## src/rtl/ptf_pkg.sv

```systemverilog
package ptf_pkg;
  // Gain code width and the code that means unity gain.
  localparam int GAIN_CODE_W = 4;
  localparam int GAIN_UNITY  = 8;
  // Number of tuning-word bits the fine DAC copies straight on a normalise.
  localparam int FINE_LOW_W  = 8;

  // Exponent of two selected by a gain code.
  function automatic int gain_exponent(input logic [GAIN_CODE_W-1:0] code);
    return int'(code) - GAIN_UNITY;
  endfunction
endpackage

```

## src/rtl/ptf_gain.sv

```systemverilog
module ptf_gain
  import ptf_pkg::*;
#(
  parameter int IN_W  = 16,
  parameter int OUT_W = 24
) (
  input  logic signed [IN_W-1:0]        x,
  input  logic        [GAIN_CODE_W-1:0] sel,
  output logic signed [OUT_W-1:0]       y
);
  localparam int MAX_UP = (1 << GAIN_CODE_W) - 1 - GAIN_UNITY;
  localparam int NEED_W = IN_W + MAX_UP;

  logic signed [OUT_W-1:0] ext;

  // Power-of-two scaling: left shift for codes at or above unity, floor shift below.
  function automatic logic signed [OUT_W-1:0] scale(
    input logic signed [OUT_W-1:0] v,
    input logic [GAIN_CODE_W-1:0]  c
  );
    int e;
    e = gain_exponent(c);
    if (e >= 0) return v <<< e;
    else        return v >>> (-e);
  endfunction

  assign ext = {{(OUT_W-IN_W){x[IN_W-1]}}, x};
  assign y   = scale(ext, sel);

  initial begin
    if (OUT_W < NEED_W) $error("ptf_gain: OUT_W too small for the largest gain");
  end
endmodule

```

## src/rtl/ptf_integrator.sv

```systemverilog
module ptf_integrator #(
  parameter int INT_W = 32,
  parameter int G_W   = 24
) (
  input  logic                  clk,
  input  logic                  rst_n,
  input  logic                  acc_en,
  input  logic                  load,
  input  logic [INT_W-1:0]      load_val,
  input  logic signed [G_W-1:0] gin,
  output logic [INT_W-1:0]      int_q,
  output logic                  sat_evt
);
  localparam int SUM_W = INT_W + 2;
  localparam logic [INT_W-1:0] INT_MAX = '1;

  logic signed [SUM_W-1:0] sum;
  logic [INT_W-1:0]        next_val;

  // Unsigned accumulator plus signed step, clamped to the accumulator range.
  function automatic logic [INT_W-1:0] clamp_add(
    input logic signed [SUM_W-1:0] s
  );
    if (s < 0)                           return '0;
    else if (s > $signed({2'b00, INT_MAX})) return INT_MAX;
    else                                 return s[INT_W-1:0];
  endfunction

  assign sum      = $signed({2'b00, int_q}) + $signed({{(SUM_W-G_W){gin[G_W-1]}}, gin});
  assign next_val = clamp_add(sum);
  assign sat_evt  = acc_en && (sum < 0 || sum > $signed({2'b00, INT_MAX}));

  always_ff @(posedge clk) begin
    if (!rst_n)      int_q <= '0;
    else if (load)   int_q <= load_val;
    else if (acc_en) int_q <= next_val;
  end
endmodule

```

## src/rtl/ptf_dac_split.sv

```systemverilog
module ptf_dac_split
  import ptf_pkg::*;
#(
  parameter int TUNE_W = 24,
  parameter int FINE_W = 16
) (
  input  logic                          clk,
  input  logic                          rst_n,
  input  logic [TUNE_W-1:0]             tune,
  input  logic                          force_norm,
  output logic [FINE_W-1:0]             fine_q,
  output logic [TUNE_W-FINE_LOW_W-1:0]  coarse_q,
  output logic                          renorm_q,
  output logic                          in_range
);
  localparam int COARSE_W = TUNE_W - FINE_LOW_W;
  localparam int HI_W     = FINE_W - FINE_LOW_W;
  localparam logic [HI_W-1:0]     MID_HI     = HI_W'(1) << (HI_W - 1);
  localparam logic [FINE_W-1:0]   FINE_MID   = {MID_HI, {FINE_LOW_W{1'b0}}};
  localparam logic [COARSE_W-1:0] COARSE_OFF = COARSE_W'(MID_HI);

  logic [TUNE_W-1:0] diff;
  logic              do_norm;

  // Residue the fine DAC must carry for the current coarse setting.
  function automatic logic [TUNE_W-1:0] residue(
    input logic [TUNE_W-1:0]   t,
    input logic [COARSE_W-1:0] c
  );
    return t - {c, {FINE_LOW_W{1'b0}}};
  endfunction

  assign diff     = residue(tune, coarse_q);
  assign in_range = (diff[TUNE_W-1:FINE_W] == '0);
  assign do_norm  = force_norm || !in_range;

  always_ff @(posedge clk) begin
    if (!rst_n) begin
      fine_q   <= FINE_MID;
      coarse_q <= '0 - COARSE_OFF;
      renorm_q <= 1'b0;
    end else if (do_norm) begin
      fine_q   <= {MID_HI, tune[FINE_LOW_W-1:0]};
      coarse_q <= tune[TUNE_W-1:FINE_LOW_W] - COARSE_OFF;
      renorm_q <= 1'b1;
    end else begin
      fine_q   <= diff[FINE_W-1:0];
      renorm_q <= 1'b0;
    end
  end
endmodule

```

## src/rtl/pll_tune_filter.sv

```systemverilog
module pll_tune_filter
  import ptf_pkg::*;
#(
  parameter int ERR_W  = 16,
  parameter int INT_W  = 32,
  parameter int TUNE_W = 24,
  parameter int FINE_W = 16
) (
  input  logic                          clk,
  input  logic                          rst_n,
  input  logic                          err_valid,
  input  logic signed [ERR_W-1:0]       err,
  input  logic [GAIN_CODE_W-1:0]        igain_sel,
  input  logic [GAIN_CODE_W-1:0]        pgain_sel,
  input  logic                          hold,
  input  logic                          load,
  input  logic [INT_W-1:0]              load_val,
  input  logic                          norm_req,
  output logic [TUNE_W-1:0]             tune_word,
  output logic [FINE_W-1:0]             fine_dac,
  output logic [TUNE_W-FINE_LOW_W-1:0]  coarse_dac,
  output logic                          dac_renorm
);
  localparam int G_W   = TUNE_W;
  localparam int SUM_W = TUNE_W + 2;
  localparam logic [TUNE_W-1:0] TUNE_MAX = '1;

  // Named internal events, visible to the bound checker.
  logic                     acc_en;
  logic                     load_q;
  logic                     force_norm;
  logic                     int_sat;
  logic                     fine_in_range;
  logic [INT_W-1:0]         int_q;
  logic signed [G_W-1:0]    gi;
  logic signed [G_W-1:0]    gp;
  logic signed [G_W-1:0]    p_q;

  function automatic logic [TUNE_W-1:0] tune_sum(
    input logic [INT_W-1:0]       i,
    input logic signed [G_W-1:0]  p
  );
    logic signed [SUM_W-1:0] s;
    s = $signed({2'b00, i[INT_W-1 -: TUNE_W]}) + $signed({{(SUM_W-G_W){p[G_W-1]}}, p});
    if (s < 0)                              return '0;
    else if (s > $signed({2'b00, TUNE_MAX})) return TUNE_MAX;
    else                                    return s[TUNE_W-1:0];
  endfunction

  assign acc_en     = err_valid && !hold && !load;
  assign force_norm = norm_req || load_q;

  ptf_gain #(.IN_W(ERR_W), .OUT_W(G_W)) u_igain (
    .x(err), .sel(igain_sel), .y(gi)
  );

  ptf_gain #(.IN_W(ERR_W), .OUT_W(G_W)) u_pgain (
    .x(err), .sel(pgain_sel), .y(gp)
  );

  ptf_integrator #(.INT_W(INT_W), .G_W(G_W)) u_int (
    .clk(clk), .rst_n(rst_n), .acc_en(acc_en), .load(load),
    .load_val(load_val), .gin(gi), .int_q(int_q), .sat_evt(int_sat)
  );

  always_ff @(posedge clk) begin
    if (!rst_n) begin
      p_q    <= '0;
      load_q <= 1'b0;
    end else begin
      load_q <= load;
      if (hold)        p_q <= '0;
      else if (acc_en) p_q <= gp;
    end
  end

  assign tune_word = tune_sum(int_q, p_q);

  ptf_dac_split #(.TUNE_W(TUNE_W), .FINE_W(FINE_W)) u_split (
    .clk(clk), .rst_n(rst_n), .tune(tune_word), .force_norm(force_norm),
    .fine_q(fine_dac), .coarse_q(coarse_dac), .renorm_q(dac_renorm),
    .in_range(fine_in_range)
  );
endmodule

```

## config.mk

```make
export PLATFORM = sky130hd
export DESIGN_NAME = pll_tune_filter
export DESIGN_NICKNAME = d
export VERILOG_FILES = /design/src/rtl/ptf_pkg.sv /design/src/rtl/ptf_gain.sv /design/src/rtl/ptf_integrator.sv /design/src/rtl/ptf_dac_split.sv /design/src/rtl/pll_tune_filter.sv
export SDC_FILE = /design/constraint.sdc
export NUM_CORES = 1
export LEC_CHECK = 0
export BUFFER_PORTS_ARGS = -buffer_cell sky130_fd_sc_hd__buf_2
export CAP_MARGIN = 5
export CORE_MARGIN = 3
export CORE_UTILIZATION = 45
export DETAILED_ROUTE_END_ITERATION = 8
export PLACE_DENSITY = 0.72
export REMOVE_ABC_BUFFERS = 1
export SLEW_MARGIN = 5
export SYNTH_ARGS = -nofsm -noshare
export SYNTH_HDL_FRONTEND = slang
export SYNTH_SLANG_ARGS = --single-unit
export TNS_END_PERCENT = 10
```

## constraint.sdc

```tcl
create_clock -name clk -period 7.5 [get_ports clk]
set_input_delay 0.75 -clock clk [delete_from_list [all_inputs] [get_ports clk]]
set_output_delay 0.75 -clock clk [all_outputs]
set_load 0.02 [all_outputs]
```

After elaboration in Yosys (flattened, before gate mapping)
Index checks and enable logic that the tools add are counted.

cells by class
  add/subtract/negate cells = 8
  $lt $le $gt $ge = 6
  shift operators = 4
  mux-type cells = 10
  bitwise gates (word level) = 1
  reduce and logical (&&, ||, !) cells = 11

operator list
  operator                                                             count
  two-way mux 32 bit                                                   4
  two-way mux 24 bit                                                   4
  greater-or-equal comparator 32 x 1 -> 1 bit (second input constant)  2
  negator 32 bit                                                       2
  <<< shifter 16 x 32 -> 24 bit                                        2
  >>> shifter 16 x 32 -> 24 bit                                        2
  adder 33 x 24 -> 34 bit                                              1
  greater-than comparator 34 x 33 -> 1 bit (second input constant)     1
  < comparator 34 x 1 -> 1 bit (second input constant)                 1
  adder 25 x 24 -> 26 bit                                              1
  greater-than comparator 26 x 25 -> 1 bit (second input constant)     1
  < comparator 26 x 1 -> 1 bit (second input constant)                 1
  subtractor 24 bit                                                    1
  subtractor 16 x 8 -> 16 bit (second input constant)                  1
  subtractor 4 x 4 -> 5 bit (second input constant)                    2
  logical NOT 8 bit                                                    1
  two-way mux 8 bit                                                    1
  OR reduction 2 bit                                                   2
  logical NOT 1 bit                                                    3
  logical AND 1 bit                                                    2
  logical OR 1 bit                                                     2
  nonzero test 2 bit                                                   1
  two-way mux 1 bit                                                    1
  inverter 1 bit                                                       1

storage, ports and cells
  register bits after elaboration = 90
  input bits = 62
  output and inout bits = 57
  logic and storage cells = 47

Depth between registers and ports, before layout
  depth in word-level cells = 10
  gate-level depth with buffers = 30

Modules after synthesis
From an unflattened synthesis, not the netlist that was laid out.

second synthesis, totals
  cells, all modules = 1580
  area, all modules = 12161.7 sq um

by module, submodules not included
  module           times used  cells each  area an instance (sq um)  sequential area each (sq um)
  ptf_gain         2           253         1950.6                    0.0
  ptf_integrator   1           478         3694.8                    640.6
  pll_tune_filter  1           342         2452.4                    500.5
  ptf_dac_split    1           254         2113.3                    660.6

Worst setup path before layout
No wires, ideal clock.

  path kind = input-to-reg
  start point = input port igain_sel[0]
  end point = register u_int.int_q[0]
  setup time = 0.115 ns
  data arrival time = 6.309 ns
  path slack = 1.076 ns
  stages = 29
  buffers on the path = 6
  path through = clkbuf_1 buf_1 clkbuf_1 clkbuf_1 nor2_1 nand2_1 ha_1 nand3_1 clkbuf_1 a21oi_1 o22a_1 o21ai_0 nor2_1 nor3_1 o21ai_0 ha_1 fa_1 a21oi_1 o21bai_1 a211oi_1 o211ai_1 o21ai_0 o21a_1 a21o_1 a21oi_1 mux2i_1 clkbuf_1 a211oi_1 o21a_1

between the ends
  word-level cells in the longest chain between the ends = 10
  elaborated cells on any way between the ends = 13
  classes of those cells = add/sub: 3; order compare: 3; shift: 2; mux: 5

ends and longest elaborated chain
  item                                      line                   RTL
  start: declaration                        pll_tune_filter.sv:13  input logic [GAIN_CODE_W-1:0] igain_sel,
  subtractor 4 x 4 -> 5 bit (*)             ptf_pkg.sv:10          return int'(code) - GAIN_UNITY;
  negator 32 bit                            ptf_gain.sv:24         else return v >>> (-e);
  >>> shifter 16 x 32 -> 24 bit             ptf_gain.sv:24
  two-way mux 24 bit (*)                    ptf_gain.sv:23         if (e >= 0) return v <<< e;
  adder 33 x 24 -> 34 bit (*)               ptf_integrator.sv:29   assign sum = $signed({2'b00, int_q}) + $signed({{(SUM_W-G_W){gin[G_W-1]}}, gin});
  greater-than comparator 34 x 33 -> 1 bit  ptf_integrator.sv:25   else if (s > $signed({2'b00, INT_MAX})) return INT_MAX;
  two-way mux 32 bit                        ptf_integrator.sv:25
  two-way mux 32 bit (*)                    ptf_integrator.sv:24   if (s < 0) return '0;
  two-way mux 32 bit (*)                    ptf_integrator.sv:36   else if (acc_en) int_q <= next_val;
  two-way mux 32 bit (*)                    ptf_integrator.sv:35   else if (load) int_q <= load_val;
  end signal: assignment                    ptf_integrator.sv:35
  end signal: assignment                    ptf_integrator.sv:36
  end: declaration                          ptf_integrator.sv:11   output logic [INT_W-1:0] int_q,

Every way passes the cells marked *; elsewhere a longest branch is shown, timed or not. The select of a mux whose other input is x is not followed.
A chain may end at the register's enable or synchronous reset.

Worst setup path after layout
  start point = input port igain_sel[3]
  end point = register u_int.int_q[0]

Same word-level chain as after synthesis.

==> impl_metrics.py <==
metrics = {
    "timing": {
        "post_route_clock_period_utilization": 0.899,
        "setup_viol": 0,
        "period_needed_ns": 6.74,
        "rsz0062_at_grt": "no",
        "relSlewSlack": 0.340,
        "final_max_slew_viols": 0,
        "tns_ns": 0,
        "worst_pin_slew_ns": 0.986,
        "max_clock_freq_ghz": 0.148,
        "hold_viol_final": 0,
        "finClkSkew_ns": 0.0112,
    },
    "critical_path": {
        "path_class": "input pin to flip-flop",
        "path_common_cell": "sky130_fd_sc_hd__o21ai_0",
        "cpPeakStageDelay_ns": 0.44,
        "regToRegSetupSlack_ns": 0.87,
        "crit_path_max_fanout": 22,
        "crit_end_category": "flip-flop",
        "rr_worst_depth": 25,
        "crit_arrival_ns": 6.99,
        "timing.critical_path.required_ns": 7.75,
        "startpoint_type": "input pin",
        "path_buf_inv": 3,
        "slowest_stage": "sky130_fd_sc_hd__a211oi_1",
        "cp_num_cells": 26,
        "cp_top_family": "compound AO/OA/AOI/OAI gates",
    },
    "power": {
        "seq_power_share": 0.297,
        "power.clock.fraction": 0.275,
        "switching_power_mw": 0.717,
        "sw_frac_of_total": 0.399,
        "total_leakage_power_nw": 5.29,
        "p_int_mw": 1.08,
        "powerDensity_nw_per_um2": 152,
        "worst_ir_drop_vdd_uv": 101,
        "p_comb_frac": 0.429,
        "total_power_mw": 1.79,
    },
    "cts": {
        "cts_sinks": 90,
        "post_cts_buffers": 0,
        "maximum_buffer_depth_of_the_clock_tree": 2,
        "cts_inserted_buffers": 9,
        "htreeDepth": 3,
        "ctsResizeCount": 0,
        "worstSkewPairLatency_ns": 0.36,
        "ctsRootBufferMaster": "sky130_fd_sc_hd__clkbuf_16",
        "clk_transition_reported_paths_ns": 0.07,
        "cts_tree": "done",
        "cts_hold_buffers": 0,
    },
    "die": {
        "fp.coreArea_um2": 23500,
        "fp.dieW_um": 161,
        "floorplan.initialDensity": 0.458,
        "row_count": 56,
        "dieHeight_um": 161,
        "io-pin-count": 119,
        "die-area_um2": 25900,
    },
    "global_routing": {
        "grt_antenna_before_repair": 0,
        "grt_pass1_wl_um": 52400,
        "track_usage": 0.243,
        "grt_pass1_vias": 10200,
        "grt_start_max_net_pins": 43,
        "total_grt_overflow": 0,
    },
    "min_path": {
        "holdPathStages": 2,
        "worstHoldPathType": "flip-flop to flip-flop",
    },
    "drt": {
        "wl_met2_um": 15000,
        "maxUsedRoutingLayer": "met4",
        "via_count": 11300,
        "drt-wirelength-per-cell_um": 17.7,
        "routed-wl-met3_um": 2530,
        "wirelength_met1_um": 14600,
        "drtPass1Iterations": 6,
        "ant_nets": 0,
        "drt_drc_violations_left": 0,
        "drt_iter0_markers": 1160,
        "totalWireLength_um": 32800,
        "via_per_inst": 6.09,
    },
    "place": {
        "dp.final_hpwl_um": 25000,
        "buffer_ports.inserted": 118,
        "dp.cells": 1843,
        "routabilityCongestion": 0.926,
        "placedInstanceArea_um2": 11500,
    },
    "layout": {
        "final_layout_size_suffix_gt1_frac": 0.131,
        "finish.net_count": 1686,
        "finish.instance_area_um2": 11800,
        "diodes": 0,
        "layout-area-overhead-vs-synth_pct": 9.41,
        "final_core_utilization": 0.501,
        "final_cells": 1859,
    },
    "logic_synthesis": {
        "netlist_area_um2": 10800,
        "async_reset_ff_frac": 0,
        "postSynth.topFlopCell": "sky130_fd_sc_hd__dfxtp_1",
        "synth-seq-area-share": 0.167,
        "synth_edf_count": 0,
        "synth.yosys.warnings": 0,
        "synth-seq-cells": 90,
        "mean_instance_size_in_the_synthesized_netlist_um2": 7.21,
        "netlist_instances": 1495,
        "netlist-cell-type-count": 77,
    },
    "status": {
        "outcome": "completed",
    },
    "run": {
        "cap_viol_max_count": 0,
    },
}
[power by group through the flow]
stage	clock, mW	combinational, mW	sequential (mW)
final	0.493	0.769	0.533
after detailed placement	0	0.753	0.543
after global routing	0.515	0.848	0.535
after CTS	0.503	0.758	0.533
after floorplan	0	0.524	0.550
after global placement	0	0.745	0.543
[synth_stat cells (all sizes together) (5+ instances only)]
library cell | instances | area [um^2]
a21oi | 166 | 831
nand2 | 157 | 589
o21ai | 127 | 636
nor2 | 122 | 458
dfxtp | 90 | 1800
ha | 86 | 1080
clkbuf | 84 | 317
mux2i | 52 | 521
inv | 48 | 180
a21o | 43 | 323
a211o | 37 | 324
o211ai | 36 | 270
xnor2 | 35 | 307
a22oi | 30 | 225
nand3 | 27 | 135
nor3 | 27 | 140
xor2 | 26 | 228
a31oi | 24 | 150
buf | 22 | 128
mux2 | 20 | 225
a211oi | 19 | 158
o21a | 19 | 143
and2 | 17 | 106
nor2b | 14 | 87.6
and3 | 12 | 75.1
nand4 | 11 | 68.8
o21bai | 11 | 82.6
nand2b | 10 | 62.6
o22ai | 8 | 50.1
or2 | 8 | 50.1
a21boi | 7 | 52.6
o221ai | 7 | 61.3
a311oi | 6 | 52.6
mux4 | 6 | 135
or3 | 6 | 37.5
a2111oi | 5 | 68.8
clkinv | 5 | 18.8
o31ai | 5 | 37.5
[cells in the final DEF (no fill, tap or decap), types with 5 or more instances in the layout]
master,n
sky130_fd_sc_hd__o21bai_1,11
sky130_fd_sc_hd__or2_2,7
sky130_fd_sc_hd__a21oi_1,165
sky130_fd_sc_hd__and2_1,17
sky130_fd_sc_hd__o21ai_0,120
sky130_fd_sc_hd__o21a_1,19
sky130_fd_sc_hd__nand2_1,157
sky130_fd_sc_hd__o22ai_1,8
sky130_fd_sc_hd__nand4_1,11
sky130_fd_sc_hd__o21ai_1,7
sky130_fd_sc_hd__nand3_1,27
sky130_fd_sc_hd__clkinv_1,5
sky130_fd_sc_hd__a31oi_1,24
sky130_fd_sc_hd__o221ai_1,7
sky130_fd_sc_hd__inv_1,48
sky130_fd_sc_hd__o211ai_1,36
sky130_fd_sc_hd__or3_1,6
sky130_fd_sc_hd__and3_1,12
sky130_fd_sc_hd__clkbuf_16,9
sky130_fd_sc_hd__nor2_1,122
sky130_fd_sc_hd__dfxtp_1,90
sky130_fd_sc_hd__mux2i_1,51
sky130_fd_sc_hd__a21o_1,43
sky130_fd_sc_hd__buf_2,118
sky130_fd_sc_hd__nor2b_1,14
sky130_fd_sc_hd__nor3_1,26
sky130_fd_sc_hd__a22oi_1,30
sky130_fd_sc_hd__ha_1,86
sky130_fd_sc_hd__mux4_2,6
sky130_fd_sc_hd__a211o_1,37
sky130_fd_sc_hd__a311oi_1,6
sky130_fd_sc_hd__nand2b_1,10
sky130_fd_sc_hd__a21boi_0,6
sky130_fd_sc_hd__o31ai_1,5
sky130_fd_sc_hd__mux2_2,20
sky130_fd_sc_hd__xor2_1,26
sky130_fd_sc_hd__buf_4,17
sky130_fd_sc_hd__xnor2_1,34
sky130_fd_sc_hd__a211oi_1,16
[area by class of cell]
| type | instances | area, um^2 |
|---|---|---|
| Sequential cell | 90 | 1800 |
| Timing Repair Buffer | 135 | 718 |
| Inverter | 53 | 199 |
| Clock buffer | 10 | 239 |
| Clock inverter | 6 | 82.6 |
| Tap cell | 319 | 399 |
| Fill cell | 2370 | 11700 |
| Multi-Input combinational cell | 1246 | 8360 |
[cells by family after synthesis]
family          share of synthesized area
compound gates                      0.353
buf+inv                            0.0597
xor+xnor                           0.0496
simple gates                        0.184
mux                                0.0817
flops                               0.167
fa+ha+maj                           0.105
[routing by layer]
layer,vias up,global-route usage
li1,5604,-
met1,5236,0.339
met2,434,0.390
met3,48,0.0395
met4,0,0.0692
met5,-,0
[sequential cells by signal (all words and copies together) (netlist names)]
| name | cells |
|---|---|
| u_int.int_q | 32 |
| p_q | 24 |
| u_split.coarse_q | 16 |
| u_split.fine_q | 16 |
| load_q | 1 |
| u_split.renorm_q | 1 |
[worst reg2reg max path, delay by kind of cell, from the launching register on]
kind                     cells  cell delay [ns]
AO/OA/AOI/OAI               12             3.06
adder cells (fa/ha/maj)      3             1.17
buffers and inverters        3             0.64
flip-flops                   1             0.39
AND/OR/NAND/NOR              7             1.32
[through the flow]
stage	worst slack (ns)	hold WS (ns)
final	0.760	0.466
after global routing	0.167	0.500
after CTS	0.868	0.463
after detailed placement	0.551	0.454
after global placement	0.690	0.447
after floorplan	0.953	0.440
[final timing paths]
path,startpoint,to
worst min register to register,p_q[22],p_q[22]
worst min-delay path,p_q[22],p_q[22]
worst max-delay path,igain_sel[3],u_int.int_q[0]
worst max register to register,u_int.int_q[8],u_split.fine_q[12]
No activity file was read; power rests on OpenSTA's default activity.
